<file path="config.mk">
export PLATFORM = sky130hd
export DESIGN_NAME = dual_phase_pwm
export DESIGN_NICKNAME = d
export VERILOG_FILES = /design/src/rtl/dpwm_pkg.sv /design/src/rtl/dpwm_timebase.sv /design/src/rtl/dpwm_cfg.sv /design/src/rtl/dpwm_channel.sv /design/src/rtl/dual_phase_pwm.sv
export SDC_FILE = /design/constraint.sdc
export NUM_CORES = 1
export LEC_CHECK = 0
export BUFFER_PORTS_ARGS = -buffer_cell sky130_fd_sc_hd__buf_4
export CORE_ASPECT_RATIO = 0.8
export CORE_MARGIN = 5
export CORE_UTILIZATION = 44
export DETAILED_ROUTE_END_ITERATION = 10
export HOLD_SLACK_MARGIN = 0.08
export PLACE_DENSITY = 0.66
export SKIP_CTS_REPAIR_TIMING = 1
export SLEW_MARGIN = 20
export SYNTH_ARGS = -nofsm -noshare
export SYNTH_HDL_FRONTEND = slang
export SYNTH_HIERARCHICAL = 1
export SYNTH_SLANG_ARGS = --single-unit
</file>
<file path="constraint.sdc">
create_clock -name clk -period 15.15 [get_ports clk]
set_clock_uncertainty 0.05 [all_clocks]
set_input_delay 1.515 -clock clk [delete_from_list [all_inputs] [get_ports clk]]
set_output_delay 1.515 -clock clk [all_outputs]
set_load 0.02 [all_outputs]
</file>
<file path="src/rtl/dpwm_pkg.sv">
// Shared types and clamping helpers for the dual phase-offset PWM.
// Assumes a 16-bit counter; all compare arithmetic wraps modulo 2^16.
package dpwm_pkg;
    localparam int CNT_W = 16;
    typedef logic [CNT_W-1:0] cnt_t;

    // Period floor so that both phases of a channel are at least one count.
    function automatic cnt_t clamp_period(input cnt_t p);
        return (p < cnt_t'(2)) ? cnt_t'(2) : p;
    endfunction

    // Keep the width inside 1..T-1 so set and reset never share a count.
    function automatic cnt_t clamp_width(input cnt_t w, input cnt_t t);
        if (w == '0) return cnt_t'(1);
        if (w >= t)  return t - cnt_t'(1);
        return w;
    endfunction

    // Delay is limited to one full period.
    function automatic cnt_t clamp_delay(input cnt_t d, input cnt_t t);
        return (d > t) ? t : d;
    endfunction
endpackage

</file>
<file path="src/rtl/dpwm_timebase.sv">
// Free-running wrapping counter shared by both channels.
// Assumes nothing reloads it; it only wraps.
module dpwm_timebase
    import dpwm_pkg::*;
(
    input  logic clk,
    input  logic rst_n,
    output cnt_t cnt
);
    // Advance the shared count every cycle.
    always_ff @(posedge clk) begin
        if (!rst_n) cnt <= '0;
        else        cnt <= cnt + cnt_t'(1);
    end


    cnt_step_chk: assert property (@(posedge clk) disable iff (!rst_n)
        $past(rst_n) |-> (cnt == cnt_t'($past(cnt) + cnt_t'(1))));
endmodule

</file>
<file path="src/rtl/dpwm_cfg.sv">
// Captures and clamps the period, widths and delay on start.
// Assumes start is a single-cycle request; settings are held until the next.
module dpwm_cfg
    import dpwm_pkg::*;
#(
    parameter int NUM_CH = 2
) (
    input  logic              clk,
    input  logic              rst_n,
    input  logic              start,
    input  cnt_t              period_in,
    input  cnt_t [NUM_CH-1:0] width_in,
    input  cnt_t              delay_in,
    output cnt_t              delay_now,
    output cnt_t [NUM_CH-1:0] width_q,
    output cnt_t [NUM_CH-1:0] rest_q,
    output logic              run_q
);
    cnt_t period_c;
    cnt_t [NUM_CH-1:0] width_c;

    // Clamp the raw pins combinationally for capture and seeding.
    always_comb begin
        period_c  = clamp_period(period_in);
        delay_now = clamp_delay(delay_in, period_c);
        for (int i = 0; i < NUM_CH; i++) width_c[i] = clamp_width(width_in[i], period_c);
    end

    // Hold the captured settings and the running flag.
    always_ff @(posedge clk) begin
        if (!rst_n) begin
            width_q <= '0;
            rest_q  <= '0;
            run_q   <= 1'b0;
        end else if (start) begin
            run_q <= 1'b1;
            for (int i = 0; i < NUM_CH; i++) begin
                width_q[i] <= width_c[i];
                rest_q[i]  <= period_c - width_c[i];
            end
        end
    end


    cfg_hold_chk: assert property (@(posedge clk) disable iff (!rst_n)
        !start |=> ($stable(width_q) && $stable(rest_q)));

    generate
        for (genvar g = 0; g < NUM_CH; g++) begin : g_rng

            width_range_chk: assert property (@(posedge clk) disable iff (!rst_n)
                run_q |-> (width_q[g] != '0 && rest_q[g] != '0));
        end
    endgenerate
endmodule

</file>
<file path="src/rtl/dpwm_channel.sv">
// One PWM channel: a compare register and a phase bit. On a match the output
// takes the phase level, the phase flips, and the compare moves on by the width
// or by the rest of the period. Assumes width and rest are both nonzero.
module dpwm_channel
    import dpwm_pkg::*;
(
    input  logic clk,
    input  logic rst_n,
    input  logic start,
    input  logic run,
    input  cnt_t cnt,
    input  cnt_t seed,
    input  cnt_t width,
    input  cnt_t rest,
    output logic pwm,
    output logic rise,
    output logic fall
);
    cnt_t cmp_q;
    logic set_next;
    logic hit;

    assign hit = run && (cnt == cmp_q);

    // Compare, phase and output update on start or on a match.
    always_ff @(posedge clk) begin
        if (!rst_n) begin
            cmp_q    <= '0;
            set_next <= 1'b1;
            pwm      <= 1'b0;
            rise     <= 1'b0;
            fall     <= 1'b0;
        end else begin
            rise <= 1'b0;
            fall <= 1'b0;
            if (start) begin
                cmp_q    <= seed;
                set_next <= 1'b1;
                pwm      <= 1'b0;
            end else if (hit) begin
                pwm      <= set_next;
                rise     <= set_next;
                fall     <= ~set_next;
                set_next <= ~set_next;
                cmp_q    <= cmp_q + (set_next ? width : rest);
            end
        end
    end


    rise_edge_chk: assert property (@(posedge clk) disable iff (!rst_n)
        rise |-> (pwm && !$past(pwm)));

    fall_edge_chk: assert property (@(posedge clk) disable iff (!rst_n)
        fall |-> (!pwm && $past(pwm)));

    pwm_moves_chk: assert property (@(posedge clk) disable iff (!rst_n)
        (pwm != $past(pwm)) |-> (rise || fall || $past(start)));

    idle_low_chk: assert property (@(posedge clk) disable iff (!rst_n)
        !run |-> (!pwm && !rise && !fall));

    restart_low_chk: assert property (@(posedge clk) disable iff (!rst_n)
        start |=> !pwm);
endmodule

</file>
<file path="src/rtl/dual_phase_pwm.sv">
// Top: two phase-offset PWM channels driven by one wrapping counter.
// Channel 0 is seeded INIT_OFS counts ahead of the counter at start; channel 1
// is seeded a further delay counts ahead. Assumes INIT_OFS >= 2 so the captured
// settings are in place before the first match.
module dual_phase_pwm
    import dpwm_pkg::*;
#(
    parameter int INIT_OFS = 4
) (
    input  logic        clk,
    input  logic        rst_n,
    input  logic        start,
    input  logic [15:0] period_in,
    input  logic [15:0] width0_in,
    input  logic [15:0] width1_in,
    input  logic [15:0] delay_in,
    output logic        pwm0,
    output logic        pwm1,
    output logic        rise0,
    output logic        fall0,
    output logic        rise1,
    output logic        fall1
);
    localparam int NUM_CH = 2;

    cnt_t cnt;
    cnt_t delay_now;
    logic run_q;
    cnt_t [NUM_CH-1:0] width_pins, width_q, rest_q, seed;
    logic [NUM_CH-1:0] pwm_v, rise_v, fall_v;

    assign width_pins[0] = width0_in;
    assign width_pins[1] = width1_in;

    // Channel seeds: fixed lead for channel 0, plus the delay for channel 1.
    always_comb begin
        seed[0] = cnt + cnt_t'(INIT_OFS);
        seed[1] = cnt + cnt_t'(INIT_OFS) + delay_now;
    end

    dpwm_timebase u_tb (.clk(clk), .rst_n(rst_n), .cnt(cnt));

    dpwm_cfg #(.NUM_CH(NUM_CH)) u_cfg (
        .clk(clk), .rst_n(rst_n), .start(start),
        .period_in(period_in), .width_in(width_pins), .delay_in(delay_in),
        .delay_now(delay_now), .width_q(width_q), .rest_q(rest_q), .run_q(run_q)
    );

    generate
        for (genvar g = 0; g < NUM_CH; g++) begin : g_ch
            dpwm_channel u_ch (
                .clk(clk), .rst_n(rst_n), .start(start), .run(run_q),
                .cnt(cnt), .seed(seed[g]), .width(width_q[g]), .rest(rest_q[g]),
                .pwm(pwm_v[g]), .rise(rise_v[g]), .fall(fall_v[g])
            );
        end
    endgenerate

    assign pwm0  = pwm_v[0];
    assign pwm1  = pwm_v[1];
    assign rise0 = rise_v[0];
    assign fall0 = fall_v[0];
    assign rise1 = rise_v[1];
    assign fall1 = fall_v[1];


    strobe_excl_chk: assert property (@(posedge clk) disable iff (!rst_n)
        !(rise0 && fall0) && !(rise1 && fall1));
endmodule

</file>
# Word-level counts from Yosys, hierarchy flattened
# Cells that the tools add are included.
# op_classes
addsub,8
order_cmp,4
eq_ne,2
muxes,22
n_bitwise,5
reduce_logical,9
# ops
cell,count
$mux W16,16
$add A16 B16 Y16,3
$eq A16 B16 Y1,2
$ge A16 B16 Y1,2
$logic_not A16 Y1,2
$sub A16 B16 Y16,2
$add A16 B1 Y16 const B,1
$add A16 B3 Y16 const B,1
$gt A16 B16 Y1,1
$lt A16 B2 Y1 const B,1
$sub A16 B1 Y16 const B,1
$mux W1,6
$reduce_or A3 Y1,2
$not A1 Y1,5
$reduce_bool A2 Y1,2
$logic_and A1 B1 Y1,2
$reduce_or A2 Y1,1
# word_totals
ff_bits,121
inputBits,67
out_inout_bits,6
wordCells,66

# Depth between registers and ports, before layout
# Gate-level depths: netlist of run 1.
# depth
word_depth,8
ltp_mapped,26
mapped_depth_nobuf,24

# By module
# Netlist of run 1, hierarchy kept.
# modules_own_cells
module,n_inst,cells_per_inst,area_per_inst_um2,seq_area_each_um2
dpwm_cfg,1,676,5749.3,1301.2
dpwm_channel (g_ch[1].u_ch),1,244,1896.8,400.4
dpwm_channel (g_ch[0].u_ch),1,233,1890.6,400.4
dual_phase_pwm,1,143,1026.0,0.0
dpwm_timebase,1,82,729.4,320.3

# Least setup slack after synthesis of run 1
# Ideal clock, no wire load.
# synth_timing
kind,input-to-reg
startpoint,input port period_in[15]
endpoint,register g_ch[1].u_ch.cmp_q[12]
setup_time_ns,0.121
arrival_ns,5.988
required_ns,14.979
setup_slack_ns,8.991
path_stages,26
path_buffers,2
path_cell_list,clkbuf_1 nor4_1 nand4_1 nand2b_1 inv_1 ha_1 nor2b_1 o21ai_0 a21oi_1 o21ai_0 a21oi_1 a2bb2oi_2 buf_2 mux2i_1 ha_1 inv_1 fa_1 nand2b_1 a21oi_1 o311ai_0 a21oi_1 or4_1 nand3_1 and2_1 a31oi_1 o21ai_0
# synth_rtl
element,line_no,source
"start, declared",dual_phase_pwm.sv:13,"input logic [15:0] period_in,"
"end signal, assigned",dpwm_channel.sv:45,cmp_q <= cmp_q + (set_next ? width : rest);
"end, declared",dpwm_channel.sv:19,cnt_t cmp_q;

# Final worst setup path of run 1
# layout_timing
startpoint,input port period_in[15]
endpoint,register u_cfg/rest_q[13] (netlist name)
# layout_via
elab_chain_len,8
elab_cells_between_ends,10
classes_between,2 x add/sub; 2 x order compare; 6 x mux
# layout_rtl
element,line_no,source
$lt A16 B2 Y1,dpwm_pkg.sv:9,return (p < cnt_t'(2)) ? cnt_t'(2) : p;
$mux W16 *,dpwm_pkg.sv:9,
$ge A16 B16 Y1,dpwm_pkg.sv:15,if (w >= t) return t - cnt_t'(1);
$mux W1 (2 in a row),dpwm_pkg.sv:15,
$mux W16,dpwm_pkg.sv:16,return w;
$mux W16,dpwm_pkg.sv:15,
$sub A16 B16 Y16 *,dpwm_cfg.sv:39,rest_q[i] <= period_c - width_c[i];
"end signal, assigned by index",dpwm_cfg.sv:39,
"end, declared",dpwm_cfg.sv:16,"output cnt_t [NUM_CH-1:0] rest_q,"
# Every way passes the cells marked *; elsewhere a longest branch is shown, timed or not. The select of a mux whose other input is x is not followed.
# A chain may end at the register's enable or synchronous reset.

==> results of run 1 <==
==> worst register-to-register path, delay by kind of cell, from the launching register on <==
family,cells,cell delay (ns)
compound gates,5,1.62
flops,1,0.94
mux,1,0.43
fa+ha+maj,1,0.33
xor+xnor,1,0.25
==> registers in the layout, indices dropped and copies added, names as in the netlist <==
name                cells
g_ch.u_ch/fall          2
u_tb/cnt               16
u_cfg/width_q          32
g_ch.u_ch/set_next      2
g_ch.u_ch/cmp_q        32
g_ch.u_ch/pwm           2
u_cfg/rest_q           32
g_ch.u_ch/rise          2
u_cfg/run_q             1
==> cells in the final DEF (no fill, tap or decap), types with 21 or more instances in the layout <==
cell	netlist	layout
inv_1	60	60
buf_4	0	77
ha_1	130	130
xnor2_1	74	74
xor2_1	46	46
nand4_1	25	25
a31oi_1	22	22
nor2_1	56	56
dfxtp_1	121	121
o211ai_1	21	21
o21ai_0	94	94
a22o_1	23	23
nand2_1	139	139
nand3_1	38	38
mux2i_1	31	31
a21o_1	21	21
mux2_2	50	50
a21oi_1	91	91
nor2b_1	25	24
nor4_1	22	22
==> path summary, 6_finish.rpt <==
kind	start	slack (ns)	endpoint
worst max-delay path	period_in[15]	8.31	u_cfg/rest_q[13]$_SDFFE_PN0P_
worst min-delay path	u_cfg/rest_q[13]$_SDFFE_PN0P_	0.40	u_cfg/rest_q[13]$_SDFFE_PN0P_
worst max register to register	g_ch[0].u_ch/set_next$_SDFFE_PP1P_	11.41	g_ch[0].u_ch/cmp_q[13]$_SDFFE_PN0P_
worst min register to register	u_cfg/rest_q[13]$_SDFFE_PN0P_	0.40	u_cfg/rest_q[13]$_SDFFE_PN0P_
==> power by group through the flow <==
stage | clock, W | sequential [W] | combinational [W]
4_1_cts | 0.000424 | 0.000367 | 0.000367
3_3_place_gp | 0 | 0.000373 | 0.000363
3_5_place_dp | 0 | 0.000374 | 0.000365
5_1_grt | 0.000440 | 0.000371 | 0.000409
2_1_floorplan | 0 | 0.000366 | 0.000268
6_report | 0.000418 | 0.000368 | 0.000375
==> stage by stage <==
stage | worst slack [ns] | util | total power, W
after global placement | 8.25 | 0.474 | 0.000736
final | 8.31 | 0.497 | 0.00116
after floorplan | 8.99 | - | 0.000634
after detailed placement | 8.12 | 0.474 | 0.000738
after global routing | 8.03 | 0.497 | 0.00122
after CTS | 8.55 | 0.497 | 0.00116
==> cell type report <==
type	count	area share
tap	324	0.0322
clock buffer	19	0.0352
inverter	60	0.0179
multi-input combinational	1134	0.664
clock inverter	13	0.0120
timing repair buffer	77	0.0459
sequential	121	0.192
==> routing by layer <==
metal	track usage	routed length [um]	vias up
li1	-	-	5133
met2	0.369	15800	391
met5	0	0	-
met1	0.407	19400	5118
met4	0.0565	648	0
met3	0.0543	2840	45
==> kinds of logic (layout without fill, tap and decap cells) <==
| logic type | count (synthesis) | after routing | share of synthesized area |
|---|---|---|---|
| and+or+nand+nor | 406 | 406 | 0.185 |
| xor gates and xnor gates | 120 | 120 | 0.0931 |
| muxes | 91 | 91 | 0.0903 |
| adders and majority gates | 135 | 135 | 0.153 |
| buffers and inverters | 123 | 169 | 0.0449 |
| AOI/OAI and AO/OA | 382 | 382 | 0.219 |
| DFF | 121 | 121 | 0.215 |
==> results by group, run 1 <==
Outcome
  • Status: finished, final reports clean

Floorplanning
  • Die width: 189 um
  • Ports: 73
  • Die area: 29000 um^2
  • Effective utilization at floorplan: 0.446
  • Chip height: 153 um
  • Row cnt: between 50 and 60
  • Core ar.: 25300 um^2

Timing
  • F_max: about 0.15 GHz
  • Minimum clock period: roughly 7 ns
  • Worst slew pin tran: 1.10 ns
  • RSZ-0062 raised after global routing: no
  • Max_slew headroom: 0.265
  • Tcrit/Tclk final: 0.452
  • Final Hold Viols: 0
  • Max-slew violations: 0
  • Hold WS: 0.397 ns
  • Post-route setup TNS: 0 ns
  • Final setup violation count: 0

Route
  • DR vias/cell: 6.11
  • Final WL: 38.6 mm
  • DRT antenna net count: 0
  • 1st-pass router iterations: 6
  • Routed vias: 10.7k
  • Drt wl/cell: 22.1 um
  • Initial DRC count: between 1k and 1.5k
  • Residual DRC count: 0

Yosys
  • Synth area leader: dfxtp_1
  • Prevailing post-synth register cell: dfxtp_1
  • Synthesized flop and latch total: 121
  • Top-area cell type share of the netlist area: 0.215
  • Syn Nets: 1580
  • Top-count cell post-synth: nand2_1
  • Top cells by area, synth: dfxtp_1 (21%), ha_1 (14%), xnor2_1 (5.7%)
  • Async set or reset register ratio after synthesis: 0
  • Syn Inst Count: 1378
  • Seq/Total Area, Yosys: 0.215
  • Syn Area/Cell: 8.19 um^2
  • Post-synth EDFFs: 0
  • Synth Cell Area: 11300 um^2
  • Commonest cells post-synth: nand2_1 (139), ha_1 (130), dfxtp_1 (121), o21ai_0 (94), a21oi_1 (91)
  • Post-synth cell types: 81
  • Synthesis Warnings: 6

Power
  • Power Density: 92.2 nW/um^2
  • Switching power as a share of total power: 0.339
  • Psw: 0.000394 W
  • Sequential share of power: 0.317
  • Total internal power: around 0.00077 W
  • P_leak: between 5 and 6 nW
  • Gate power share: 0.323
  • Worst VDD drop: 87.0 uV
  • Clk pwr share: 0.360

Finish
  • Diodes inserted: 0
  • Register area: 2420 um^2
  • Multi-input logic area: between 8000 and 9000 um^2
  • # nets final: ~1.6k
  • Final instance area: approximately 13000 um^2
  • Final Non-Filler Cells: 1748
  • Layout area overhead: 11.5%
  • Layout cells sized above 1: 0.132
  • Fillers: 2442

Run
  • # Max-Cap Violations: 0

GRT
  • First-pass GRT wire length: slightly below 60 mm
  • Largest net degree at the start of global routing: 80
  • Initial antenna violation count: 0
  • Grt ovf: 0
  • Vias in the first global route: slightly below 10k
  • GRT Total Usage: 0.262

Setup path
  • Delay-heaviest family, CP: compound AO/OA/AOI/OAI gates
  • Req. time, crit path: 15.39 ns
  • WS Path Type: in -> reg
  • WP depth: 19
  • R2R depth: 8
  • CP max stage delay: 0.88 ns
  • Endpoint class of the critical path: register
  • Buf/Inv on CP: 2
  • WP data arrival: 7.09 ns
  • Slowest-stage cell, CP: a41o_1
  • Critical path cell sequence: buf_4 > nor4_1 > nand4_1 > nand2b_1 > inv_1 > ha_1 > a211oi_1 > o211ai_1 > a41o_1 > mux2i_1 > nand2_1 > ha_1 > nor2b_1 > o31a_1 > o311ai_1 > o21ai_1 > o31ai_1 > xor2_1 > o21ai_1
  • Worst-path maximum fanout: 23
  • CP Launch Type: input pin

Clock network
  • Clock Tree Buf Depth: 2
  • Clk root buf: clkbuf_16
  • TritonCTS Buffers: 17
  • Clock slew at reported path FFs: 0.06 ns
  • H-tree depth: 4
  • Clk sink count: 121
  • CTS tree: done
  • Clk_lat worst skew: 0.43 ns

Placed design
  • Placed Cells incl. Taps: between 1.5k and 2k
  • Placed cell areas: between 10000 and 15000 um^2
  • DP HPWL: 30.2 mm
  • GP Congestion: 1.01
  • Buffers on Ports: 72

Worst hold path
  • Worst hold path depth: 2
  • Hold WC Path Type: reg -> reg
Power figures use the tool's default switching activity.
==> run 2: changes to the inputs <==
Clock period 15.15 ns to 6.37 ns, I/O delays scaled along.
==> run 2 against run 1 <==
Flip-flop and latch count unchanged. Core utilization grew 0.24 points. Routed wire length shrank 3.5%. Die area did not move. Clock power is 150% higher. Critical path depth rose by 3. Hold slack got worse by 0.0026 ns. Design area is 0.49% higher. Via count shrank 0.44%. Global-route usage is 1.1 points lower. Sequential share of layout area fell by 0.093 points. Sequential power grew 140%. Critical path type unchanged.
==> results by group, run 2 (synthesized netlist as in run 1, its figures left out) <==
Outcome
  • Status: finished, final reports clean

Setup path
  • Req. time, crit path: 6.67 ns (-8.72 ns)
  • Reg2reg end: g_ch[1].u_ch/cmp_q[15]$_SDFFE_PN0P_
  • R2R depth: 9 (+1)
  • WS Path Type: in -> reg
  • Worst-path maximum fanout: 7 (-70%)
  • WP data arrival: 5.71 ns (-1.38 ns)
  • R2R Setup Slk: 2.67 ns (-8.74 ns)
  • CP max stage delay: 0.46 ns (-0.42 ns)
  • Critical path cell sequence: buf_4 > nor4_1 > nand4_1 > nand2b_1 > inv_1 > ha_1 > nor2b_1 > o21ai_0 > a21oi_1 > o21ai_0 > a21oi_1 > a2bb2oi_2 > mux2_2 > ha_1 > a21o_1 > o311ai_0 > a21oi_1 > or4_1 > nand3_1 > and2_1 > a31oi_1 > o21ai_0
  • Delay-heaviest family, CP: compound AO/OA/AOI/OAI gates
  • CP Launch Type: input pin
  • Endpoint class of the critical path: register
  • Buf/Inv on CP: 2 (unchanged)
  • Slowest-stage cell, CP: nor4_1
  • R2R Path Start: g_ch[1].u_ch/set_next$_SDFFE_PP1P_

Finish
  • Most common cell after layout, fill and taps aside: nand2_1
  • Diodes inserted: 0 (unchanged)
  • Top Registers: g_ch.u_ch/cmp_q x32, u_cfg/rest_q x32, u_cfg/width_q x32
  • Final Non-Filler Cells: 1751 (+0.17%)
  • # nets final: 1616 (+0.19%)
  • Most frequent cells in the layout: nand2_1 (139), ha_1 (130), dfxtp_1 (121)
  • Layout cells sized above 1: 0.134 (+0.00182)
  • Layout area overhead: 12.0%
  • Util after Layout: 0.500 (+0.00242)

Timing
  • Tcrit/Tclk final: 0.850
  • Final setup violation count: 0 (unchanged)
  • Post-route setup TNS: 0 ns (unchanged)
  • Minimum clock period: between 5 and 6 ns
  • Max_slew headroom: 0.312 (+0.0473)
  • RSZ-0062 raised after global routing: no
  • F_max: 0.185 GHz
  • Worst slew pin tran: 1.03 ns (-0.0684 ns)
  • Max-slew violations: 0 (unchanged)
  • Final Hold Viols: 0 (unchanged)
  • Hold WS: 0.394 ns (-0.00261 ns)

Power
  • Worst VDD drop: 216 uV (+150%)
  • P_leak: 5.65 nW (+0.47%)
  • Sequential share of power: 0.312 (-0.005)
  • Gate power share: 0.317 (-0.006)
  • Total internal power: 0.00188 W (+140%)
  • Psw: 0.000929 W (+140%)
  • Power Density: 222 nW/um^2 (+140%)
  • Switching power as a share of total power: 0.331 (-0.00858)
  • Clk pwr share: 0.371 (+0.011)

Clock network
  • Clock Tree Buf Depth: 2 (unchanged)
  • Clk root buf: clkbuf_16
  • CTS tree: done
  • Clk sink count: 121 (unchanged)
  • TritonCTS Buffers: 17 (unchanged)
  • Clock slew at reported path FFs: 0.06 ns (about the same)
  • Clk_lat worst skew: 0.42 ns (about the same)
  • H-tree depth: 4 (unchanged)

Route
  • Routed vias: 10.6k (-0.44%)
  • Final WL: 37.3 mm (-3.5%)
  • DR vias/cell: 6.08 (-0.61%)
  • Initial DRC count: 1037 (-1.5%)
  • Residual DRC count: 0 (unchanged)
  • DRT antenna net count: 0 (unchanged)
  • Drt wl/cell: 21.3 um (-3.7%)
  • 1st-pass router iterations: 6 (unchanged)

Floorplanning
  • Core ar.: 25300 um^2 (unchanged)
  • Chip height: 153 um (unchanged)
  • Ports: 73 (unchanged)
  • Die area: 29000 um^2 (unchanged)
  • Row cnt: 52 (unchanged)
  • Effective utilization at floorplan: 0.446 (unchanged)
  • Die width: 189 um (unchanged)

GRT
  • Initial antenna violation count: 0 (unchanged)
  • Largest net degree at the start of global routing: 48 (-40%)
  • Grt ovf: 0 (unchanged)
  • First-pass GRT wire length: 57.2 mm (-3.5%)
  • GRT Total Usage: 0.251 (-0.0110)
  • Vias in the first global route: 9706 (-2.1%)

Worst hold path
  • Hold WC Path Type: reg -> reg
  • Hold_sp: u_cfg/rest_q[31]$_SDFFE_PN0P_
  • Worst Hold Endpoint: u_cfg/rest_q[31]$_SDFFE_PN0P_
  • Worst hold path depth: 2 (unchanged)

Run
  • # Max-Cap Violations: 0 (unchanged)

Placed design
  • Placed Cells incl. Taps: 1719 (+0.17%)
  • DP HPWL: 29.1 mm (-3.4%)
  • Buffers on Ports: 72 (unchanged)
  • GP Congestion: 1.01 (about the same)
[run 2: changes by cell type in the layout (fill, tap and decap cells not counted)]
cell,delta
inv_6,-1
clkbuf_1,+1
buf_4,+3
nor2_2,+1
clkinv_4,+2
clkbuf_8,+1
bufinv_16,+1
clkinv_2,-4
nor2_1,-1
[run 2: worst max path at each step]
stage          cells past startpoint          start  slack, ns                             endpoint
2_1_floorplan                     26  period_in[15]       1.09  g_ch[1].u_ch/cmp_q[12]$_SDFFE_PN0P_
3_3_place_gp                      19  period_in[15]       0.69        u_cfg/rest_q[13]$_SDFFE_PN0P_
3_5_place_dp                      22  period_in[15]       0.67  g_ch[1].u_ch/cmp_q[12]$_SDFFE_PN0P_
4_1_cts                           22  period_in[15]       1.07  g_ch[1].u_ch/cmp_q[12]$_SDFFE_PN0P_
5_1_grt                           22  period_in[15]       0.55  g_ch[1].u_ch/cmp_q[12]$_SDFFE_PN0P_
6_report                          22  period_in[15]       0.96  g_ch[1].u_ch/cmp_q[12]$_SDFFE_PN0P_
[run 2: worst reg2reg max path, stage by stage (launching register included)]
cell and delay (ns):
dfxtp_1 0.99, mux2_2 0.44, ha_1 0.36, o211ai_1 0.14
o211ai_1 0.30, nand2_1 0.16, o41ai_1 0.59, xor2_1 0.14
or3_1 0.32, a31oi_1 0.16
[run 2: metrics by stage]
stage / setup slack [ns] / total power (W) / instance area [um^2]
after floorplan: 1.09 / 0.00151 / 11300
after global placement: 0.694 / 0.00175 / 12000
after detailed placement: 0.665 / 0.00175 / 12000
after CTS: 1.07 / 0.00280 / 12600
after global routing: 0.551 / 0.00295 / 12700
final: 0.958 / 0.00281 / 12700
[run 2: cell type report]
class / count / area, um^2
flip-flops and latches: 121 / 2420
well taps: 324 / 405
clock inverters: 11 / 170
repair buffers: 80 / 601
inverters: 60 / 225
fillers: 2399 / 12700
multi-input cells: 1134 / 8370
clock buffers: 21 / 460
[run 2: layer usage]
layer | global-route usage | wire length [um] | up-vias | share of wire
met5 | 0 | 0 | - | 0
li1 | - | - | 5145 | -
met4 | 0.0538 | 607 | 0 | 0.016
met1 | 0.378 | 18000 | 5058 | 0.48
met2 | 0.363 | 15500 | 408 | 0.42
met3 | 0.0584 | 3130 | 29 | 0.084
[run 2: power by group through the flow]
stage / logic (W) / registers [W] / clock network [W]
2_1_floorplan: 0.000638 / 0.000871 / 0
3_3_place_gp: 0.000861 / 0.000887 / 0
3_5_place_dp: 0.000863 / 0.000889 / 0
4_1_cts: 0.000871 / 0.000873 / 0.00106
5_1_grt: 0.000977 / 0.000881 / 0.00109
6_report: 0.000891 / 0.000875 / 0.00104
==> run 3: changes to the inputs <==
Settings changed: ABC_AREA set to 1.
Clock period 6.37 ns to 5.59 ns, I/O delays scaled along.
==> run 3 against run 2 <==
Combinational power rose by 32%. First-iteration DRC count grew 27%. Largest cell class unchanged. Sequential share of layout area is 2.0 points lower. Critical path depth up 5. Global-route usage rose by 0.39 points. Core utilization shrank 0.41 points. Non-clock buffer count unchanged. Sequential power rose by 14%. Hold slack improved by 0.018 ns. Routed wire length increased by 14%.
==> results by group, run 3 <==
Outcome
  • Status: finished, final reports clean

Yosys
  • Syn Inst Count: 2070 (+50%)
  • Top-area cell type share of the netlist area: 0.190 (-0.0249)
  • Post-synth cell types: 58 (-28%)
  • Async set or reset register ratio after synthesis: 0 (unchanged)
  • Syn Area/Cell: 6.17 um^2 (-25%)
  • Synth area leader: dfxtp_1
  • Synthesized flop and latch total: 121 (unchanged)
  • Prevailing post-synth register cell: dfxtp_1
  • Top-count cell post-synth: nand2_1
  • Post-synth EDFFs: 0 (unchanged)
  • Seq/Total Area, Yosys: 0.190 (-0.0249)
  • Syn Nets: 2272 (+44%)
  • Synth Cell Area: 12800 um^2 (+13%)
  • Top cells by area, synth: dfxtp_1 (19%), nand2_1 (19%), ha_1 (13%)
  • Synthesis Warnings: 6 (unchanged)
  • Commonest cells post-synth: nand2_1 (640), inv_1 (254), nor2_1 (205), ha_1 (130), dfxtp_1 (121)

Power
  • Power Density: 234 nW/um^2 (+5.3%)
  • Worst VDD drop: 206 uV (-4.7%)
  • P_leak: 7.30 nW (+29%)

Floorplanning
  • Die width: 201 um (+6.0%)
  • Ports: 73 (unchanged)
  • Effective utilization at floorplan: 0.448 (+0.00232)
  • Chip height: 162 um (+6.0%)
  • Row cnt: 55 (+5.8%)
  • Core ar.: 28500 um^2 (+13%)
  • Die area: 32600 um^2 (+12%)

Clock network
  • Clk sink count: 121 (unchanged)
  • TritonCTS Buffers: 17 (unchanged)
  • Clock Tree Buf Depth: 2 (unchanged)
  • CTS tree: done
  • Clk root buf: clkbuf_16
  • Clock slew at reported path FFs: 0.06 ns (about the same)
  • Clk_lat worst skew: 0.42 ns (about the same)
  • H-tree depth: 4 (unchanged)

Timing
  • Minimum clock period: 4.54 ns
  • Final setup violation count: 0 (unchanged)
  • F_max: 0.220 GHz
  • Final Hold Viols: 0 (unchanged)
  • Tcrit/Tclk final: 0.813
  • Max_slew headroom: 0.366 (+0.0537)
  • Worst slew pin tran: 0.948 ns (-0.0819 ns)
  • Post-route setup TNS: 0 ns (unchanged)
  • Max-slew violations: 0 (unchanged)
  • RSZ-0062 raised after global routing: no

GRT
  • Vias in the first global route: 12.2k (+26%)
  • Initial antenna violation count: 0 (unchanged)
  • GRT Total Usage: 0.255 (+0.00391)
  • First-pass GRT wire length: 66.6 mm (+16%)
  • Grt ovf: 0 (unchanged)
  • Largest net degree at the start of global routing: 82 (+71%)

Worst hold path
  • Worst hold path depth: 2 (unchanged)
  • Hold WC Path Type: reg -> reg
  • Worst Hold Endpoint: g_ch[0].u_ch/pwm$_SDFFE_PP0P_
  • Hold_sp: g_ch[0].u_ch/pwm$_SDFFE_PP0P_

Setup path
  • Endpoint class of the critical path: register
  • R2R depth: 15 (+6)
  • WS Path Type: in -> reg
  • R2R Path Start: g_ch[1].u_ch/set_next$_SDFFE_PP1P_
  • Reg2reg end: g_ch[1].u_ch/cmp_q[11]$_SDFFE_PN0P_
  • CP Launch Type: input pin
  • R2R Setup Slk: 2.01 ns (-0.66 ns)
  • Req. time, crit path: 5.90 ns (-0.77 ns)
  • Worst-path maximum fanout: 15 (+8)
  • WP data arrival: 4.86 ns (-0.85 ns)

Route
  • Final WL: 42.6 mm (+14%)
  • Residual DRC count: 0 (unchanged)
  • Routed vias: 13.5k (+27%)
  • Drt wl/cell: 17.1 um (-20%)
  • 1st-pass router iterations: 6 (unchanged)
  • DRT antenna net count: 0 (unchanged)
  • Initial DRC count: 1319 (+27%)
  • DR vias/cell: 5.43 (-11%)

Finish
  • Layout cells sized above 1: 0.0949 (-0.0389)
  • Diodes inserted: 0 (unchanged)
  • Final Non-Filler Cells: 2488 (+42%)
  • Top Registers: g_ch.u_ch/cmp_q x32, u_cfg/rest_q x32, u_cfg/width_q x32
  • Layout area overhead: 10.5%
  • # nets final: 2309 (+43%)
  • Most frequent cells in the layout: nand2_1 (640), inv_1 (254), nor2_1 (205)
  • Most common cell after layout, fill and taps aside: nand2_1
  • Util after Layout: 0.496 (-0.00412)

Run
  • # Max-Cap Violations: 0 (unchanged)

Placed design
  • Buffers on Ports: 72 (unchanged)
  • GP Congestion: 1.05 (+4.7%)
  • DP HPWL: 34.4 mm (+18%)
  • Placed Cells incl. Taps: 2458 (+43%)
[run 3: worst max path at each step]
stage	startpoint	endpoint	slack (ns)
finish	period_in[4]	u_cfg/rest_q[10]$_SDFFE_PN0P_	1.05
global route	period_in[4]	g_ch[1].u_ch/cmp_q[14]$_SDFFE_PN0P_	0.62
CTS	period_in[4]	u_cfg/rest_q[10]$_SDFFE_PN0P_	1.08
detailed placement	period_in[4]	u_cfg/rest_q[10]$_SDFFE_PN0P_	0.65
global placement	period_in[2]	u_cfg/rest_q[10]$_SDFFE_PN0P_	0.66
floorplan	period_in[1]	u_cfg/rest_q[28]$_SDFFE_PN0P_	1.57
[run 3: layout make-up]
type	count	area, um^2
Clock buffer	22	464
Clock inverter	8	121
Fill cell	3013	14400
Inverter	265	995
Multi-Input combinational cell	1622	9060
Sequential cell	121	2420
Tap cell	370	463
Timing Repair Buffer	80	601
[run 3: worst max-delay path: stages]
cell      delay, ns
buf_4          0.15
nor2_1         0.20
nand2_2        0.11
nor2_4         0.11
nand2_4        0.08
nand2_2        0.09
inv_2          0.13
ha_1           0.31
inv_1          0.06
o21bai_1       0.06
nand2_1        0.06
nand2_1        0.04
nand2_1        0.06
nand2_1        0.04
nand2_1        0.07
nand3_1        0.41
o211ai_1       0.60
inv_1          0.13
fa_1           0.48
nand3b_1       0.17
nand3_1        0.18
a21oi_1        0.14
o21a_1         0.20
or2_1          0.20
nand3_1        0.06
o211ai_1       0.08
inv_1          0.08
[run 3: where the power goes]
part / switching (W) / internal [W] / total (W)
registers: 0.0000634 / 0.000935 / 0.000998
clock network: 0.000404 / 0.000718 / 0.00112
logic: 0.000759 / 0.000424 / 0.00118
total: 0.00123 / 0.00208 / 0.00330
[run 3: layer usage]
metal,track usage,wire [um],vias up
met2,0.393,18200,475
met1,0.364,20200,6175
li1,-,-,6814
met3,0.0474,3190,57
met4,0.0785,1050,0
met5,0,0,-
[run 3: metrics by stage]
stage	setup slack, ns	area (um^2)	hold WS (ns)	power (W)
6_report	1.05	14100	0.413	0.00330
5_1_grt	0.616	14100	0.418	0.00351
4_1_cts	1.08	14100	0.413	0.00330
3_5_place_dp	0.648	13500	0.400	0.00217
3_3_place_gp	0.659	13500	0.405	0.00217
2_1_floorplan	1.57	12800	0.400	0.00183
[run 3: logic make-up (layout without fill, tap and decap cells)]
logic type                 after synthesis  after routing  share of synthesized area
adders and majority gates              135            135                      0.135
xor gates and xnor gates                65             65                     0.0446
buffers and inverters                  327            375                      0.101
DFF                                    121            121                      0.190
and+or+nand+nor                       1094           1094                      0.373
AOI/OAI and AO/OA                      328            328                      0.157
